--- config.mk ---
export PLATFORM = sky130hd
export DESIGN_NAME = clkcfg_serial_slave
export DESIGN_NICKNAME = d
export VERILOG_FILES = /design/src/rtl/clkcfg_pkg.sv /design/src/rtl/clkcfg_glitch_filter.sv /design/src/rtl/clkcfg_ctrl.sv /design/src/rtl/clkcfg_datapath.sv /design/src/rtl/clkcfg_serial_slave.sv
export SDC_FILE = /design/constraint.sdc
export NUM_CORES = 1
export LEC_CHECK = 0
export BUFFER_PORTS_ARGS = -buffer_cell sky130_fd_sc_hd__clkbuf_2
export CORE_ASPECT_RATIO = 0.8
export CORE_MARGIN = 1.5
export CORE_UTILIZATION = 65
export CTS_BUF_LIST = sky130_fd_sc_hd__clkbuf_4 sky130_fd_sc_hd__clkbuf_8
export DETAILED_ROUTE_END_ITERATION = 12
export PLACE_DENSITY = 0.95
export SLEW_MARGIN = 10
export SYNTH_ARGS = -nofsm -noshare
export SYNTH_HDL_FRONTEND = slang
export SYNTH_SLANG_ARGS = --single-unit
--- constraint.sdc ---
create_clock -name clk -period 4.85 [get_ports clk]
set_input_delay 0.485 -clock clk [delete_from_list [all_inputs] [get_ports clk]]
set_output_delay 0.485 -clock clk [all_outputs]
set_load 0.05 [all_outputs]
--- src/rtl/clkcfg_pkg.sv ---
package clkcfg_pkg;
  localparam int NUM_EN     = 6;   // clock enables driven by the bank
  localparam int NREG       = 3;   // data bytes that carry decoded fields
  localparam int FIRST_DATA = 3;   // byte position of data byte 0 (addr, cmd, count precede)
  localparam int IDX_W      = 4;   // saturating byte position counter
  localparam int WIDX_W     = $clog2(NREG);

  typedef enum logic [2:0] {
    S_IDLE, S_RECV, S_ACKWAIT, S_ACK, S_IGNORE
  } rxState_t;

  typedef struct packed {
    logic              wrEn;
    logic [WIDX_W-1:0] wrIdx;
    logic [7:0]        wrData;
  } cfgStrobe_t;
endpackage

--- src/rtl/clkcfg_glitch_filter.sv ---
module clkcfg_glitch_filter #(
  parameter int   FILT_LEN = 3,
  parameter logic RST_VAL  = 1'b1
) (
  input  logic clk,
  input  logic rstN,
  input  logic rawIn,
  output logic cleanOut
);
  localparam int CNT_W = (FILT_LEN > 1) ? $clog2(FILT_LEN) : 1;

  logic sync1, sync2;
  logic [CNT_W-1:0] runCnt;

  always_ff @(posedge clk or negedge rstN) begin
    if (!rstN) begin
      sync1    <= RST_VAL;
      sync2    <= RST_VAL;
      cleanOut <= RST_VAL;
      runCnt   <= '0;
    end else begin
      sync1 <= rawIn;
      sync2 <= sync1;
      if (sync2 == cleanOut) begin
        runCnt <= '0;
      end else if (runCnt == CNT_W'(FILT_LEN - 1)) begin
        cleanOut <= sync2;
        runCnt   <= '0;
      end else begin
        runCnt <= runCnt + 1'b1;
      end
    end
  end

  generate
    if (FILT_LEN >= 2) begin : g_chk
      // the filtered level only moves after the synchronized level held for two samples
      a_r10_filter_settled: assert property (@(posedge clk) disable iff (!rstN)
        (cleanOut != $past(cleanOut)) |-> ($past(sync2) == $past(sync2, 2)));
    end
  endgenerate
endmodule

--- src/rtl/clkcfg_ctrl.sv ---
module clkcfg_ctrl
  import clkcfg_pkg::*;
#(
  parameter logic [7:0] DEV_ADDR = 8'b11010010,
  parameter int         FILT_LEN = 3
) (
  input  logic       clk,
  input  logic       rstN,
  input  logic       sclIn,
  input  logic       sdaIn,
  output cfgStrobe_t strb,
  output logic       sdaPullLow
);
  logic [1:0] rawLines, cleanLines;
  assign rawLines = {sclIn, sdaIn};

  generate
    for (genvar gi = 0; gi < 2; gi++) begin : g_filt
      clkcfg_glitch_filter #(.FILT_LEN(FILT_LEN), .RST_VAL(1'b1)) u_filt (
        .clk(clk), .rstN(rstN), .rawIn(rawLines[gi]), .cleanOut(cleanLines[gi])
      );
    end
  endgenerate

  logic sclF, sdaF, sclQ, sdaQ;
  assign sclF = cleanLines[1];
  assign sdaF = cleanLines[0];

  always_ff @(posedge clk or negedge rstN) begin
    if (!rstN) begin
      sclQ <= 1'b1;
      sdaQ <= 1'b1;
    end else begin
      sclQ <= sclF;
      sdaQ <= sdaF;
    end
  end

  logic sclRise, sclFall, startDet, stopDet;
  assign sclRise  =  sclF & ~sclQ;
  assign sclFall  = ~sclF &  sclQ;
  assign startDet =  sclF &  sclQ &  sdaQ & ~sdaF;
  assign stopDet  =  sclF &  sclQ & ~sdaQ &  sdaF;

  rxState_t         state;
  logic [2:0]       bitCnt;
  logic [6:0]       shReg;
  logic [IDX_W-1:0] byteIdx;
  logic [7:0]       rxByte;
  logic             lastBit;

  assign rxByte  = {shReg, sdaF};
  assign lastBit = (state == S_RECV) && sclRise && (bitCnt == 3'd7);

  always_ff @(posedge clk or negedge rstN) begin
    if (!rstN) begin
      state      <= S_IDLE;
      bitCnt     <= '0;
      shReg      <= '0;
      byteIdx    <= '0;
      sdaPullLow <= 1'b0;
    end else if (startDet) begin
      state      <= S_RECV;
      bitCnt     <= '0;
      byteIdx    <= '0;
      sdaPullLow <= 1'b0;
    end else if (stopDet) begin
      state      <= S_IDLE;
      sdaPullLow <= 1'b0;
    end else begin
      case (state)
        S_RECV: if (sclRise) begin
          shReg  <= rxByte[6:0];
          bitCnt <= bitCnt + 1'b1;
          if (bitCnt == 3'd7) begin
            if (byteIdx == '0 && rxByte != DEV_ADDR) state <= S_IGNORE;
            else                                     state <= S_ACKWAIT;
          end
        end
        S_ACKWAIT: if (sclFall) begin
          sdaPullLow <= 1'b1;
          state      <= S_ACK;
        end
        S_ACK: if (sclFall) begin
          sdaPullLow <= 1'b0;
          state      <= S_RECV;
          bitCnt     <= '0;
          if (byteIdx != '1) byteIdx <= byteIdx + 1'b1;
        end
        default: ;
      endcase
    end
  end

  always_comb begin
    strb.wrEn   = lastBit && (byteIdx >= IDX_W'(FIRST_DATA))
                          && (byteIdx <  IDX_W'(FIRST_DATA + NREG));
    strb.wrIdx  = WIDX_W'(byteIdx - IDX_W'(FIRST_DATA));
    strb.wrData = rxByte;
  end

  // a rejected address never leads to an acknowledge or a write
  a_r1_ignore_silent: assert property (@(posedge clk) disable iff (!rstN)
    (state == S_IGNORE) |-> (!sdaPullLow && !strb.wrEn));
  // a stop condition always parks the sequencer
  a_r9_stop_to_idle: assert property (@(posedge clk) disable iff (!rstN)
    stopDet |=> (state == S_IDLE));
  // the acknowledge drive does not move while SCL is high
  a_r8_ack_steady: assert property (@(posedge clk) disable iff (!rstN)
    (sclF && sclQ && !startDet && !stopDet) |=> $stable(sdaPullLow));
endmodule

--- src/rtl/clkcfg_datapath.sv ---
module clkcfg_datapath
  import clkcfg_pkg::*;
(
  input  logic              clk,
  input  logic              rstN,
  input  cfgStrobe_t        strb,
  input  logic [3:0]        fsPins,
  output logic [3:0]        freqCode,
  output logic              useRegTable,
  output logic              spreadEn,
  output logic              triStateAll,
  output logic [NUM_EN-1:0] clkEn
);
  logic [3:0]        selReg;
  logic              srcReg;
  logic [1:0]        modeReg;
  logic [NUM_EN-1:0] enReg;
  logic              unusedRsvd;

  assign unusedRsvd = strb.wrData[7];

  always_ff @(posedge clk or negedge rstN) begin
    if (!rstN) begin
      selReg  <= '0;
      srcReg  <= 1'b0;
      modeReg <= 2'b00;
      enReg   <= '1;
    end else if (strb.wrEn) begin
      case (strb.wrIdx)
        WIDX_W'(0): begin
          selReg  <= {strb.wrData[2], strb.wrData[6:4]};
          srcReg  <= strb.wrData[3];
          modeReg <= strb.wrData[1:0];
        end
        WIDX_W'(1): enReg[3:0] <= strb.wrData[3:0];
        WIDX_W'(2): enReg[5:4] <= strb.wrData[6:5];
        default: ;
      endcase
    end
  end

  always_comb begin
    freqCode    = srcReg ? selReg : fsPins;
    useRegTable = srcReg;
    spreadEn    = (modeReg == 2'b10);
    triStateAll = (modeReg == 2'b11);
    clkEn       = enReg;
  end

  // writes only ever target one of the decoded bytes
  a_r3_idx_in_range: assert property (@(posedge clk) disable iff (!rstN)
    strb.wrEn |-> (int'(strb.wrIdx) < NREG));
  // enables move only in the cycle after a write strobe
  a_r6_en_hold: assert property (@(posedge clk) disable iff (!rstN)
    !$past(strb.wrEn) |-> $stable(clkEn));
  // the two mode requests are exclusive
  a_r5_mode_excl: assert property (@(posedge clk) disable iff (!rstN)
    !(spreadEn && triStateAll));
endmodule

--- src/rtl/clkcfg_serial_slave.sv ---
module clkcfg_serial_slave
  import clkcfg_pkg::*;
#(
  parameter logic [7:0] DEV_ADDR = 8'b11010010,
  parameter int         FILT_LEN = 3
) (
  input  logic       clk,
  input  logic       rstN,
  input  logic       sclIn,
  input  logic       sdaIn,
  output logic       sdaPullLow,
  input  logic [3:0] fsPins,
  output logic [3:0] freqCode,
  output logic       useRegTable,
  output logic       spreadEn,
  output logic       triStateAll,
  output logic [5:0] clkEn
);
  cfgStrobe_t strb;

  clkcfg_ctrl #(.DEV_ADDR(DEV_ADDR), .FILT_LEN(FILT_LEN)) u_ctrl (
    .clk(clk), .rstN(rstN), .sclIn(sclIn), .sdaIn(sdaIn),
    .strb(strb), .sdaPullLow(sdaPullLow)
  );

  clkcfg_datapath u_dp (
    .clk(clk), .rstN(rstN), .strb(strb), .fsPins(fsPins),
    .freqCode(freqCode), .useRegTable(useRegTable), .spreadEn(spreadEn),
    .triStateAll(triStateAll), .clkEn(clkEn)
  );
endmodule

* After elaboration in Yosys (flattened, before gate mapping)
Cells that the tools add are included.
** Storage, ports and cells
- Flip-flop bits (word level) :: 43
- Bits in latches :: 0
- Memory bits (writable) :: 0
- Bits in read-only memories :: 0
- Input port bits :: 8
- Output and inout bits :: 14
- Word-level logic and storage cells :: 114
- Memories kept :: 0
** Cells by class
- Add/subtract/negate cells :: 5
- Multiply operators :: 0
- Div/mod/pow operators :: 0
- $lt $le $gt $ge :: 2
- Equality and inequality tests :: 21
- Shift-type cells :: 0
- Muxes and demuxes :: 28
- Bitwise gates (word level) :: 15
- Reductions and logical operators :: 23
** Operator list (count)
- 2-to-1 mux 3 bit :: 11
- 2-to-1 mux 4 bit :: 6
- inequality test 4 x 1 -> 1 bit (second input constant) :: 3
- AND reduction 4 bit :: 3
- == test 2 bit (second input constant) :: 5
- AND reduction 2 bit :: 5
- case mux 3 bit (3 select lines) :: 1
- 2-to-1 mux 2 bit :: 4
- inequality test 8 bit (second input constant) :: 1
- inverter 1 bit :: 8
- AND 1 bit :: 7
- == test 3 x 2 -> 1 bit (second input constant) :: 2
- inequality test 3 x 1 -> 1 bit (second input constant) :: 2
- case mux 3 bit (2 select lines) :: 1
- nonzero test 2 bit :: 3
- logical AND 1 bit :: 5
- AND reduction 5 bit :: 1
- nonzero test 5 bit :: 1
- adder 2 x 1 -> 2 bit (second input constant) :: 2
- adder 4 x 1 -> 4 bit (second input constant) :: 1
- >= comparator 4 x 2 -> 1 bit (second input constant) :: 1
- logical NOT 4 bit :: 1
- < comparator 4 x 3 -> 1 bit (second input constant) :: 1
- 2-to-1 mux 1 bit :: 4
- other kinds (14) :: 15

* Depth between registers and ports, before layout
Gate-level depths: netlist of run 1.
- Depth after elaboration :: 8
- Depth in mapped cells :: 6
- Depth with buffers taken out :: 6

* Cells and area by module
A second synthesis of run 1 with hierarchy kept.
** Unflattened totals
- Cell total of the unflattened synthesis :: 149
- Area total of the unflattened synthesis :: 1980.6 µm²
** Modules (own cells, without submodules)
- clkcfg_ctrl :: instances 1, cells each 94, area each 1052.3 µm², seq. area each 503.0 µm²
- clkcfg_datapath :: instances 1, cells each 35, area each 570.5 µm², seq. area each 332.8 µm²
- clkcfg_glitch_filter :: instances 2, cells each 10, area each 178.9 µm², seq. area each 128.9 µm²

* Worst setup path after synthesis of run 1
Ideal clock, no wire load.
- Kind :: flip-flop to flip-flop
- Start :: reg u_ctrl.bitCnt[0]
- End :: reg u_dp.modeReg[0]
- Library setup time :: 0.125 ns
- Arrival time :: 1.602 ns
- Data required time :: 4.725 ns
- Setup slack :: 3.122 ns
- Cell stages (with the launch flop) :: 7
- Buffers on the path :: 1
- Period minus slack after synthesis :: 1.728 ns
- Path through :: dfrtp_1 -> ha_1 -> ha_1 -> nand4_4 -> or3_1 -> buf_6 -> mux2_4
** On the way
- Word-level cells in the longest chain between the ends :: 5
** RTL lines
- start, declared :: line clkcfg_ctrl.sv:46 : logic [2:0] bitCnt;
- start signal, assigned :: line clkcfg_ctrl.sv:74 : bitCnt <= bitCnt + 1'b1;
- == test 3 bit :: line clkcfg_ctrl.sv:53 : assign lastBit = (state == S_RECV) && sclRise && (bitCnt == 3'd7);
- logical AND 1 bit :: line clkcfg_ctrl.sv:53
- logical AND 1 bit :: line clkcfg_ctrl.sv:96 : strb.wrEn = lastBit && (byteIdx >= IDX_W'(FIRST_DATA))
- logical AND 1 bit :: line clkcfg_ctrl.sv:97 : && (byteIdx < IDX_W'(FIRST_DATA + NREG));
- AND reduction 2 bit (no source line)
- end signal, assigned :: line clkcfg_datapath.sv:33 : modeReg <= strb.wrData[1:0];
- end, declared :: line clkcfg_datapath.sv:16 : logic [1:0] modeReg;
Every way passes these cells.
A chain may end at the register's enable or synchronous reset.

* Worst setup path after layout of run 1
- Start :: reg u_ctrl.bitCnt[0]
- End :: reg u_dp.selReg[0]
** On the way
- Word-level cells in the longest chain between the ends :: 5
** RTL lines
- == test 3 bit :: line clkcfg_ctrl.sv:53
- logical AND 1 bit :: line clkcfg_ctrl.sv:53
- logical AND 1 bit :: line clkcfg_ctrl.sv:96
- logical AND 1 bit :: line clkcfg_ctrl.sv:97
- AND reduction 2 bit (no source line)
- end signal, assigned :: line clkcfg_datapath.sv:31 : selReg <= {strb.wrData[2], strb.wrData[6:4]};
- end, declared :: line clkcfg_datapath.sv:14 : logic [3:0] selReg;
Every way passes these cells.

==> summary.md, run 1 <==
| Metric | Value |
|---|---|
| CP Capture Type | `flip-flop` |
| Post-Layout Cell Count | `219` |
| Outcome | `completed` |
| Sw frac | `0.356` |
| Worst-skew pair later-pin latency | `0.30 ns` |
| CP peak stage delay | `around 0.57 ns` |
| CP delay by family, top | `simple AND/OR/NAND/NOR gates` |
| CTS tree | `built` |
| Kind of critical path | `reg2reg` |
| CP Cell Sequence | `ha_1, ha_1, nand4_4, or3_1, mux2_4` |
| Drc violations | `0` |
| Largest net degree at the start of global routing | `44` |
| Total gr overflow | `0` |
| Post-Place Cells | `211` |
| Clk_skew | `0.00414 ns` |
| CTS sink cnt | `between 40 and 50` |
| Cts-stage hold buffer count | `0` |
| Peak supply drop | `378 µV` |
| Setup TNS | `0 ns` |
| Post-route ant nets | `0` |
| Global-route wire length before repair | `5.89 mm` |
| Die Wd | `65.1 µm` |
| CP required | `5.04 ns` |
| Vias in the first global route | `1222` |
| Final critical-path setup slack | `2.90 ns` |
| Wirelength per Cell | `17.0 µm` |
| Final Net Count | `a little under 200` |
| Worst-path maximum fanout | `7` |
| Initial antenna violation count | `0` |
| Critical path's most frequent cell | `ha_1` |
| Register area share after synthesis | `0.545` |
| Post-DP Area | `0.00213 mm²` |
| Max-cap violations | `0` |
| Pwr per Cell Area | `471 mW/mm²` |
| Critical Path AT | `2.13 ns` |
| Fin. Hold Viols | `0` |
| Post-CTS Setup Bufs | `0` |
| Pre-CTS WS | `2.92 ns` |
| Clock-pin slew on the worst setup and hold paths | `around 0.080 ns` |
| Die Y | `52.7 µm` |
| Syn nets | `170` |
| Tot Pwr | `approximately 1.0 mW` |
| Area Growth Syn to Fin | `10.5%` |
| DR vias | `1304` |
| Synth Area in XOR/XNOR | `0.0131` |
| Switching pwr | `0.372 mW` |
| Mapped Cells | `157` |
| Max-slew headroom | `0.345` |
| Detailed Place HPWL | `2.73 mm` |
| IO Port Bufs | `21` |
| Iter 0 DRT Violations | `83` |
| Largest family of logic cells by synthesized area | `simple AND/OR/NAND/NOR gates` |
| Synthesis Warnings | `0` |
| CTS Buf Count | `5` |
| DRT Pass-1 Iters | `4` |
| Vias per std cell | `5.95` |
| Slowest-stage cell, CP | `or3_1` |
| Diode count | `0` |
| Synth Area in Adders | `0.0312` |
| Die area | `around 0.0034 mm²` |
| Mean Syn Cell Area | `roughly 13 µm²` |
| Yosys reg bits | `43` |
| Sequential share of power | `0.539` |
| DRT Wirelength | `about 3.7 mm` |
| Post-Synth Simple-Gate Area | `0.155` |
| I/O Pins | `22` |
| Setup-failing EPs final | `0` |
| RSZ-0062 raised after global routing | `false` |
| Combinational share of power | `0.245` |
| Post-synthesis mux area share | `0.153` |
| Clk buf depth | `2` |
| Mapped cell area | `0.00201 mm²` |
| GRT Overall Usage | `0.247` |
| Core Area | `0.00285 mm²` |
| Compound-Gate Fraction of Synth Area | `0.0736` |
| Clock Power Share | `0.216` |
| Post_cts resized | `0` |
| Fin crit share | `0.402` |
| Worst setup SP type | `flip-flop` |
| Buf+Inv Stages, Crit Path | `0` |
| Hold crit path type | `in2reg` |
| Share of layout cells above drive strength 1 | `0.414` |
| Starting Density | `0.704` |
| Leak | `1.03 nW` |
| Final GP Congestion | `0.890` |
| Std cell rows | `17` |
| Internal power | `0.672 mW` |
| Fmax | `513 MHz` |
| Root buffer cell | `clkbuf_8` |
| Design area | `0.00222 mm²` |
| Slew Viols, Final | `0` |
| CTS HTree Levels | `2` |
| Netlist cell types | `41` |
| Worst Max-Slew Pin Slew | `0.982 ns` |
| Final min period | `1.95 ns` |
==> synthesized netlist by cell type, drive strengths merged <==
cell type,instances,area [µm²]
nand4b,2,17.5
dfrtp,29,726
o221a,1,11.3
a21oi,4,20.0
nand2,8,30.0
xor2,1,8.76
o21a,1,7.51
mux2,25,308
nor3b,4,30.0
a31o,1,8.76
nor2,2,15.0
nand3,7,35.0
xnor2,2,17.5
inv,7,26.3
a31oi,1,6.26
nand2b,1,6.26
o211ai,1,7.51
nand3b,1,7.51
or3,1,6.26
and2b,2,16.3
and2,1,6.26
ha,5,62.6
dfstp,14,368
nor4bb,1,10.0
and4b,1,10.0
nor3,4,20.0
o21ai,14,70.1
a211oi,1,7.51
nor2b,4,25.0
buf,5,31.3
a2111oi,1,8.76
and3b,1,8.76
nand4,1,21.3
nor4,1,21.3
nor4b,2,23.8
==> placed cells by master, fill, tap and decap left out, types with 2 or more instances in the layout <==
| master | instances |
|---|---|
| a21oi_1 | 4 |
| clkbuf_8 | 5 |
| nor3b_1 | 4 |
| nor2b_1 | 4 |
| nand4b_1 | 2 |
| inv_1 | 7 |
| nand2_1 | 8 |
| xnor2_1 | 2 |
| mux2_2 | 18 |
| o21ai_0 | 13 |
| nand3_1 | 7 |
| ha_1 | 5 |
| mux2_4 | 7 |
| dfstp_2 | 14 |
| dfrtp_1 | 29 |
| nor3_1 | 4 |
| clkbuf_2 | 21 |
==> state kept, by name, summed over array words and instances (netlist names) <==
register	count
u_ctrl.g_filt.u_filt.sync1	2
u_ctrl.g_filt.u_filt.cleanOut	2
u_dp.selReg	4
u_ctrl.sclQ	1
u_ctrl.byteIdx	4
u_ctrl.state	3
u_ctrl.sdaQ	1
u_ctrl.bitCnt	3
u_ctrl.g_filt.u_filt.runCnt	4
u_ctrl.shReg	7
u_dp.useRegTable	1
u_dp.clkEn	6
u_dp.modeReg	2
u_ctrl.sdaPullLow	1
u_ctrl.g_filt.u_filt.sync2	2
==> cells by family after synthesis <==
logic type,count (synthesis)
adder cells (fa/ha/maj),5
AO/OA/AOI/OAI,25
buffers and inverters,12
AND/OR/NAND/NOR,44
XOR/XNOR,3
flip-flops,43
multiplexers,25
==> stage by stage <==
stage          hold slack, ns  utilization
2_1_floorplan           0.189            -
3_3_place_gp            0.346        0.746
3_5_place_dp            0.351        0.746
4_1_cts                 0.258        0.777
5_1_grt                 0.255        0.777
6_report                0.260        0.777
==> layout make-up <==
type,count,area [µm²]
Inverter,7,26.3
Tap cell,38,47.5
Fill cell,189,634
Sequential cell,43,1090
Clock inverter,2,12.5
Timing Repair Buffer,21,105
Multi-Input combinational cell,102,855
Clock buffer,6,76.3
==> power groups by stage <==
stage | Sequential, mW | Clock [mW] | Combinational (mW)
6_report | 0.562 | 0.226 | 0.256
5_1_grt | 0.573 | 0.239 | 0.284
4_1_cts | 0.560 | 0.230 | 0.255
3_5_place_dp | 0.565 | 0 | 0.252
3_3_place_gp | 0.553 | 0 | 0.232
2_1_floorplan | 0.510 | 0 | 0.227
==> routing by layer <==
layer	track usage	wire (µm)
met3	0.0581	211
met1	0.296	1570
met4	0.146	93
met2	0.414	1840
met5	0	0
==> final timing paths <==
path | from | endpoint | slack (ns) | cells past startpoint
max reg2reg | u_ctrl.bitCnt[0] | u_dp.selReg[0] | 2.90 | 5
min in group asynchronous | rstN | u_ctrl.g_filt[0].u_filt.runCnt[1] | 0.33 | 1
min | sdaIn | u_ctrl.g_filt[0].u_filt.sync1 | 0.26 | 1
max in group asynchronous | rstN | u_ctrl.bitCnt[0] | 3.91 | 1
min reg2reg | u_ctrl.g_filt[1].u_filt.sync1 | u_ctrl.g_filt[1].u_filt.sync2 | 0.36 | 0
max | u_ctrl.bitCnt[0] | u_dp.selReg[0] | 2.90 | 5
Power figures use the tool's default switching activity.
==> run 2, diff against run 1 <==
--- a/config.mk
+++ b/config.mk
@@ -8,10 +8,10 @@
 export BUFFER_PORTS_ARGS = -buffer_cell sky130_fd_sc_hd__clkbuf_2
 export CORE_ASPECT_RATIO = 0.8
 export CORE_MARGIN = 1.5
-export CORE_UTILIZATION = 65
+export CORE_UTILIZATION = 60
 export CTS_BUF_LIST = sky130_fd_sc_hd__clkbuf_4 sky130_fd_sc_hd__clkbuf_8
 export DETAILED_ROUTE_END_ITERATION = 12
-export PLACE_DENSITY = 0.95
+export PLACE_DENSITY = 0.92
 export SLEW_MARGIN = 10
 export SYNTH_ARGS = -nofsm -noshare
 export SYNTH_HDL_FRONTEND = slang
==> constraint.sdc (replaced) <==
create_clock -name clk -period 2.03 [get_ports clk]
set_input_delay 0.203 -clock clk [delete_from_list [all_inputs] [get_ports clk]]
set_output_delay 0.203 -clock clk [all_outputs]
set_load 0.05 [all_outputs]
==> summary.md, run 2 (synthesis results as in run 1) <==
| Metric | Value |
|---|---|
| Kind of critical path | `reg2reg (unchanged)` |
| Final hold slack | `0.360 ns (was 0.260 ns)` |
| Most common cell after layout, fill and taps aside | `dfrtp_1 (unchanged)` |
| Post-route ant nets | `0 (unchanged)` |
| Pre-CTS WS | `0.0953 ns (was 2.92 ns)` |
| Post-DP Area | `0.00216 mm² (was 0.00213 mm²)` |
| Vias per std cell | `5.69 (was 5.95)` |
| Worst setup SP type | `flip-flop (unchanged)` |
| Area Growth Syn to Fin | `13.5% (was 10.5%)` |
| CP Capture Type | `flip-flop (unchanged)` |
| Reg-to-reg startpoint | `u_ctrl.bitCnt[0] (unchanged)` |
| Peak supply drop | `906 µV (was 378 µV)` |
| Most frequent cells in the layout | `29 x dfrtp_1, 21 x clkbuf_2, 18 x mux2_2, 14 x dfstp_2, 13 x o21ai_0 (unchanged)` |
| Global-route wire length before repair | `5.99 mm (was 5.89 mm)` |
| DRT Pass-1 Iters | `4 (unchanged)` |
| Clk_skew | `0.00686 ns (was 0.00414 ns)` |
| Switching pwr | `0.885 mW (was 0.372 mW)` |
| Tot Pwr | `2.51 mW (was 1.04 mW)` |
| Min-delay src | `u_ctrl.g_filt[1].u_filt.sync1 (was sdaIn)` |
| Wirelength per Cell | `16.5 µm (was 17.0 µm)` |
| Fmax | `516 MHz (was 513 MHz)` |
| FF/Latch Area | `0.00109 mm² (unchanged)` |
| CP required | `2.21 ns (was 5.04 ns)` |
| Outcome | `completed (unchanged)` |
| Largest net degree at the start of global routing | `44 (unchanged)` |
| GR Layer Usage met2 | `0.369 (was 0.414)` |
| Final core occ | `0.727 (was 0.777)` |
| Multi-input gate area | `855 µm² (unchanged)` |
| Critical R2R Capture | `u_dp.selReg[3] (was u_dp.selReg[0])` |
| Detailed Place HPWL | `2.65 mm (was 2.73 mm)` |
| Hold crit path type | `reg2reg (was in2reg)` |
| DRT Wirelength | `3.74 mm (was 3.71 mm)` |
| Root buffer cell | `clkbuf_8 (unchanged)` |
| Total gr overflow | `0 (unchanged)` |
| Final Net Count | `198 (was 193)` |
| Worst-path maximum fanout | `7 (unchanged)` |
| CTS Buf Count | `5 (unchanged)` |
| Final min period | `1.94 ns (was 1.95 ns)` |
| Setup-failing EPs final | `0 (unchanged)` |
| Design area | `0.00228 mm² (was 0.00222 mm²)` |
| Max-cap violations | `0 (unchanged)` |
| Fin. Hold Viols | `0 (unchanged)` |
| Clock-pin slew on the worst setup and hold paths | `0.07 ns (was 0.08 ns)` |
| Worst Max-Slew Pin Slew | `0.555 ns (was 0.982 ns)` |
| Post_cts resized | `0 (unchanged)` |
| Diode count | `0 (unchanged)` |
| Std cell rows | `18 (was 17)` |
| Max-slew headroom | `0.629 (was 0.345)` |
| Pwr per Cell Area | `1100 mW/mm² (was 471 mW/mm²)` |
| Global Route met1 Usage | `0.305 (was 0.296)` |
| RSZ-0062 raised after global routing | `false (unchanged)` |
| Starting Density | `0.641 (was 0.704)` |
| Post-Place Cells | `215 (was 211)` |
| Leak | `1.06 nW (was 1.03 nW)` |
| Hold depth | `0 (was 1)` |
| Clk buf depth | `2 (unchanged)` |
| CTS sink cnt | `43 (unchanged)` |
| WHS Endpoint | `u_ctrl.g_filt[1].u_filt.sync2 (was u_ctrl.g_filt[0].u_filt.sync1)` |
| Largest register by flop count | `u_ctrl.shReg (unchanged)` |
| Fillcell total | `217 (was 189)` |
| Die Wd | `67.6 µm (was 65.1 µm)` |
| Share of layout cells above drive strength 1 | `0.414 (about the same)` |
| Vias in the first global route | `1229 (was 1222)` |
| Iter 0 DRT Violations | `66 (was 83)` |
| Post-CTS Setup Bufs | `0 (unchanged)` |
| Slew Viols, Final | `0 (unchanged)` |
| DR vias | `1286 (was 1304)` |
| Fin crit share | `0.954 (was 0.402)` |
| GRT Overall Usage | `0.234 (was 0.247)` |
| IO Port Bufs | `21 (unchanged)` |
| Post-Layout Cell Count | `226 (was 219)` |
| Combinational share of power | `0.259 (was 0.245)` |
| CTS tree | `built (unchanged)` |
| Initial antenna violation count | `0 (unchanged)` |
| Clock Power Share | `0.214 (was 0.216)` |
| Final critical-path setup slack | `0.0927 ns (was 2.90 ns)` |
| R2R Setup Slk | `0.09 ns (was 2.90 ns)` |
| Max FFs per register | `7 (unchanged)` |
| Internal power | `1.62 mW (was 0.672 mW)` |
| Cts-stage hold buffer count | `3 (was 0)` |
| Drc violations | `0 (unchanged)` |
| Core Area | `0.00313 mm² (was 0.00285 mm²)` |
| Sequential share of power | `0.528 (was 0.539)` |
| R2R cell count | `5 (unchanged)` |
| Most used routing layer | `met2 (unchanged)` |
| CTS HTree Levels | `2 (unchanged)` |
| Critical Path AT | `2.12 ns (was 2.13 ns)` |
| I/O Pins | `22 (unchanged)` |
| Met3 GRT Util | `0.0576 (was 0.0581)` |
| Final GP Congestion | `0.787 (was 0.890)` |
| Setup TNS | `0 ns (unchanged)` |
| Sw frac | `0.353 (was 0.356)` |
| Die area | `0.00370 mm² (was 0.00343 mm²)` |
| Worst-skew pair later-pin latency | `0.30 ns (about the same)` |
| Die Y | `54.7 µm (was 52.7 µm)` |
## run 2: cell count changes in the layout (fill, tap and decap cells not counted)
cell / previous run / this run
buf_4: 0 / 1
buf_12: 0 / 1
dlygate4sd3_1: 0 / 3
## run 2: metal layers
metal | part of all wire | vias up
li1 | - | 621
met1 | 0.45 | 629
met2 | 0.49 | 27
met3 | 0.035 | 9
met4 | 0.022 | 0
met5 | 0 | -
## run 2: worst max path at each step
stage                          start                to  cells after the start
floorplan           u_ctrl.bitCnt[0]   u_dp.modeReg[0]                      6
global placement    u_ctrl.bitCnt[0]    u_dp.selReg[1]                      5
detailed placement  u_ctrl.bitCnt[0]    u_dp.selReg[3]                      5
CTS                 u_ctrl.bitCnt[0]    u_dp.selReg[3]                      5
global route        u_ctrl.bitCnt[0]  u_dp.useRegTable                      5
finish              u_ctrl.bitCnt[0]    u_dp.selReg[3]                      5
## run 2: worst max-delay path, cell delays in order (launching register included)
cell	delay (ns)
dfrtp_1	0.38
ha_1	0.16
ha_1	0.19
nand4_4	0.16
or3_1	0.58
mux2_4	0.37
## run 2: layout make-up
class / instances / area share
clock inverter: 2 / 0.00550
tap: 40 / 0.0220
multi-input combinational: 102 / 0.375
sequential: 43 / 0.480
timing repair buffer: 26 / 0.0715
inverter: 7 / 0.0115
clock buffer: 6 / 0.0335
## run 2: power groups by stage
stage | combinational (mW) | clock (mW) | sequential, mW
finish | 0.648 | 0.536 | 1.32
global route | 0.725 | 0.585 | 1.35
CTS | 0.650 | 0.545 | 1.31
detailed placement | 0.640 | 0 | 1.32
global placement | 0.596 | 0 | 1.30
floorplan | 0.541 | 0 | 1.22
==> run 3, diff against run 2 <==
--- a/config.mk
+++ b/config.mk
@@ -11,6 +11,7 @@
 export CORE_UTILIZATION = 60
 export CTS_BUF_LIST = sky130_fd_sc_hd__clkbuf_4 sky130_fd_sc_hd__clkbuf_8
 export DETAILED_ROUTE_END_ITERATION = 12
+export MAX_ROUTING_LAYER = met4
 export PLACE_DENSITY = 0.92
 export SLEW_MARGIN = 10
 export SYNTH_ARGS = -nofsm -noshare
==> summary.md, run 3 (synthesis results as in run 1) <==
| Metric | Value |
|---|---|
| Outcome | `completed (unchanged)` |
| Core Area | `0.00313 mm² (unchanged)` |
| Largest register by flop count | `u_ctrl.shReg (unchanged)` |
| IO Port Bufs | `21 (unchanged)` |
| Peak supply drop | `907 µV (was 906 µV)` |
| RSZ-0062 raised after global routing | `false (unchanged)` |
| CP peak stage delay | `0.57 ns (was 0.58 ns)` |
| Total gr overflow | `0 (unchanged)` |
| Hold crit path type | `reg2reg (unchanged)` |
| CP Capture Type | `flip-flop (unchanged)` |
| CTS Buf Count | `5 (unchanged)` |
| Worst-path maximum fanout | `7 (unchanged)` |
| Diode count | `0 (unchanged)` |
| Post_cts resized | `0 (unchanged)` |
| Most common cell after layout, fill and taps aside | `dfrtp_1 (unchanged)` |
| Leak | `1.06 nW (unchanged)` |
| CTS tree | `built (unchanged)` |
| Setup TNS | `0 ns (unchanged)` |
| Slowest-stage cell, CP | `or3_1 (unchanged)` |
| Vias in the first global route | `1235 (was 1229)` |
| Cts-stage hold buffer count | `3 (unchanged)` |
| Largest net degree at the start of global routing | `44 (unchanged)` |
| Critical path's most frequent cell | `ha_1 (unchanged)` |
| Die Wd | `67.6 µm (unchanged)` |
| Max FFs per register | `7 (unchanged)` |
| GRT Overall Usage | `0.241 (was 0.234)` |
| Share of layout cells above drive strength 1 | `0.414 (unchanged)` |
| DRT Wirelength | `3.77 mm (was 3.74 mm)` |
| Area Growth Syn to Fin | `13.5% (unchanged)` |
| CTS sink cnt | `43 (unchanged)` |
| Post-CTS Setup Bufs | `0 (unchanged)` |
| Drc violations | `0 (unchanged)` |
| Final critical-path setup slack | `0.0958 ns (was 0.0927 ns)` |
| Most frequent cells in the layout | `29 x dfrtp_1, 21 x clkbuf_2, 18 x mux2_2, 14 x dfstp_2, 13 x o21ai_0 (unchanged)` |
| Global-route wire length before repair | `5.98 mm (was 5.99 mm)` |
| Vias per std cell | `5.71 (was 5.69)` |
| Max-cap violations | `0 (unchanged)` |
| Starting Density | `0.641 (unchanged)` |
| Final GP Congestion | `0.798 (was 0.787)` |
| Std cell rows | `18 (unchanged)` |
| CP required | `2.21 ns (about the same)` |
| Die area | `0.00370 mm² (unchanged)` |
| CP Cell Sequence | `ha_1, ha_1, nand4_4, or3_1, mux2_4 (unchanged)` |
| Critical Path AT | `2.12 ns (about the same)` |
| Worst Max-Slew Pin Slew | `0.559 ns (was 0.555 ns)` |
| Pre-CTS WS | `0.0953 ns (unchanged)` |
| Die Y | `54.7 µm (unchanged)` |
| Final min period | `1.93 ns (was 1.94 ns)` |
| Post-route ant nets | `0 (unchanged)` |
| I/O Pins | `22 (unchanged)` |
| Detailed Place HPWL | `2.65 mm (unchanged)` |
| DR vias | `1290 (was 1286)` |
| Worst setup SP type | `flip-flop (unchanged)` |
| Slew Viols, Final | `0 (unchanged)` |
| Wirelength per Cell | `16.7 µm (was 16.5 µm)` |
| Fillcell total | `217 (unchanged)` |
| CTS HTree Levels | `2 (unchanged)` |
| DRT Pass-1 Iters | `4 (unchanged)` |
| Clk buf depth | `2 (unchanged)` |
| Worst-skew pair later-pin latency | `0.30 ns (about the same)` |
| Fin crit share | `0.953 (was 0.954)` |
| Kind of critical path | `reg2reg (unchanged)` |
| Iter 0 DRT Violations | `66 (unchanged)` |
| Clock-pin slew on the worst setup and hold paths | `0.08 ns (was 0.07 ns)` |
| Fmax | `517 MHz (was 516 MHz)` |
| Clk_skew | `0.00793 ns (was 0.00686 ns)` |
| Final Net Count | `198 (unchanged)` |
| Root buffer cell | `clkbuf_8 (unchanged)` |
| Max-slew headroom | `0.627 (was 0.629)` |
| Fin. Hold Viols | `0 (unchanged)` |
| Setup-failing EPs final | `0 (unchanged)` |
| Initial antenna violation count | `0 (unchanged)` |
| Pwr per Cell Area | `1100 mW/mm² (about the same)` |
-- run 3: cell counts in the layout (fill, tap and decap cells not counted) --
Identical to the previous run, type by type.
-- run 3: worst paths after layout --
check	start	cells past startpoint	slack, ns	to
worst max-delay path	u_ctrl.bitCnt[0]	5	0.1	u_dp.selReg[3]
worst min-delay path	u_ctrl.g_filt[1].u_filt.sync1	0	0.36	u_ctrl.g_filt[1].u_filt.sync2
worst max register to register	u_ctrl.bitCnt[0]	5	0.1	u_dp.selReg[3]
worst min register to register	u_ctrl.g_filt[1].u_filt.sync1	0	0.36	u_ctrl.g_filt[1].u_filt.sync2
max in group asynchronous	rstN	3	1.37	u_ctrl.g_filt[1].u_filt.cleanOut
min in group asynchronous	rstN	3	0.40	u_ctrl.g_filt[0].u_filt.runCnt[1]
-- run 3: power breakdown --
part,internal [mW],total [mW],switching (mW)
registers,1.08,1.32,0.248
logic,0.293,0.648,0.356
clock network,0.254,0.537,0.284
total,1.62,2.51,0.888
-- run 3: final cells by class --
| cell class | count | area, µm² | share of cell area |
|---|---|---|---|
| Clock buffer | 6 | 76.3 | 0.0335 |
| Clock inverter | 2 | 12.5 | 0.00550 |
| Inverter | 7 | 26.3 | 0.0115 |
| Multi-Input combinational cell | 102 | 855 | 0.375 |
| Sequential cell | 43 | 1090 | 0.480 |
| Tap cell | 40 | 50.0 | 0.0220 |
| Timing Repair Buffer | 26 | 163 | 0.0715 |
-- run 3: through the flow --
step / instance area [µm²] / std cells / util / hold WS (ns) / power (mW)
2_1_floorplan: 2010 / 157 / - / -0.0926 / 1.76
3_3_place_gp: 2160 / 215 / 0.689 / 0.189 / 1.89
3_5_place_dp: 2160 / 215 / 0.689 / 0.195 / 1.96
4_1_cts: 2280 / 226 / 0.727 / 0.363 / 2.51
5_1_grt: 2280 / 226 / 0.727 / 0.365 / 2.66
6_report: 2280 / 226 / 0.727 / 0.360 / 2.51
-- run 3: layer usage --
metal	global-route usage	share of wire	wire (µm)
met3	0.0576	0.042	158
met4	0.112	0.022	82
met1	0.304	0.44	1660
met5	-	0	0
met2	0.373	0.50	1870
-- run 3: critical path: cells and delay by family (launching register included) --
family | cells | cell delay (ns)
muxes | 1 | 0.37
and+or+nand+nor | 2 | 0.72
adders and majority gates | 2 | 0.35
DFF | 1 | 0.38
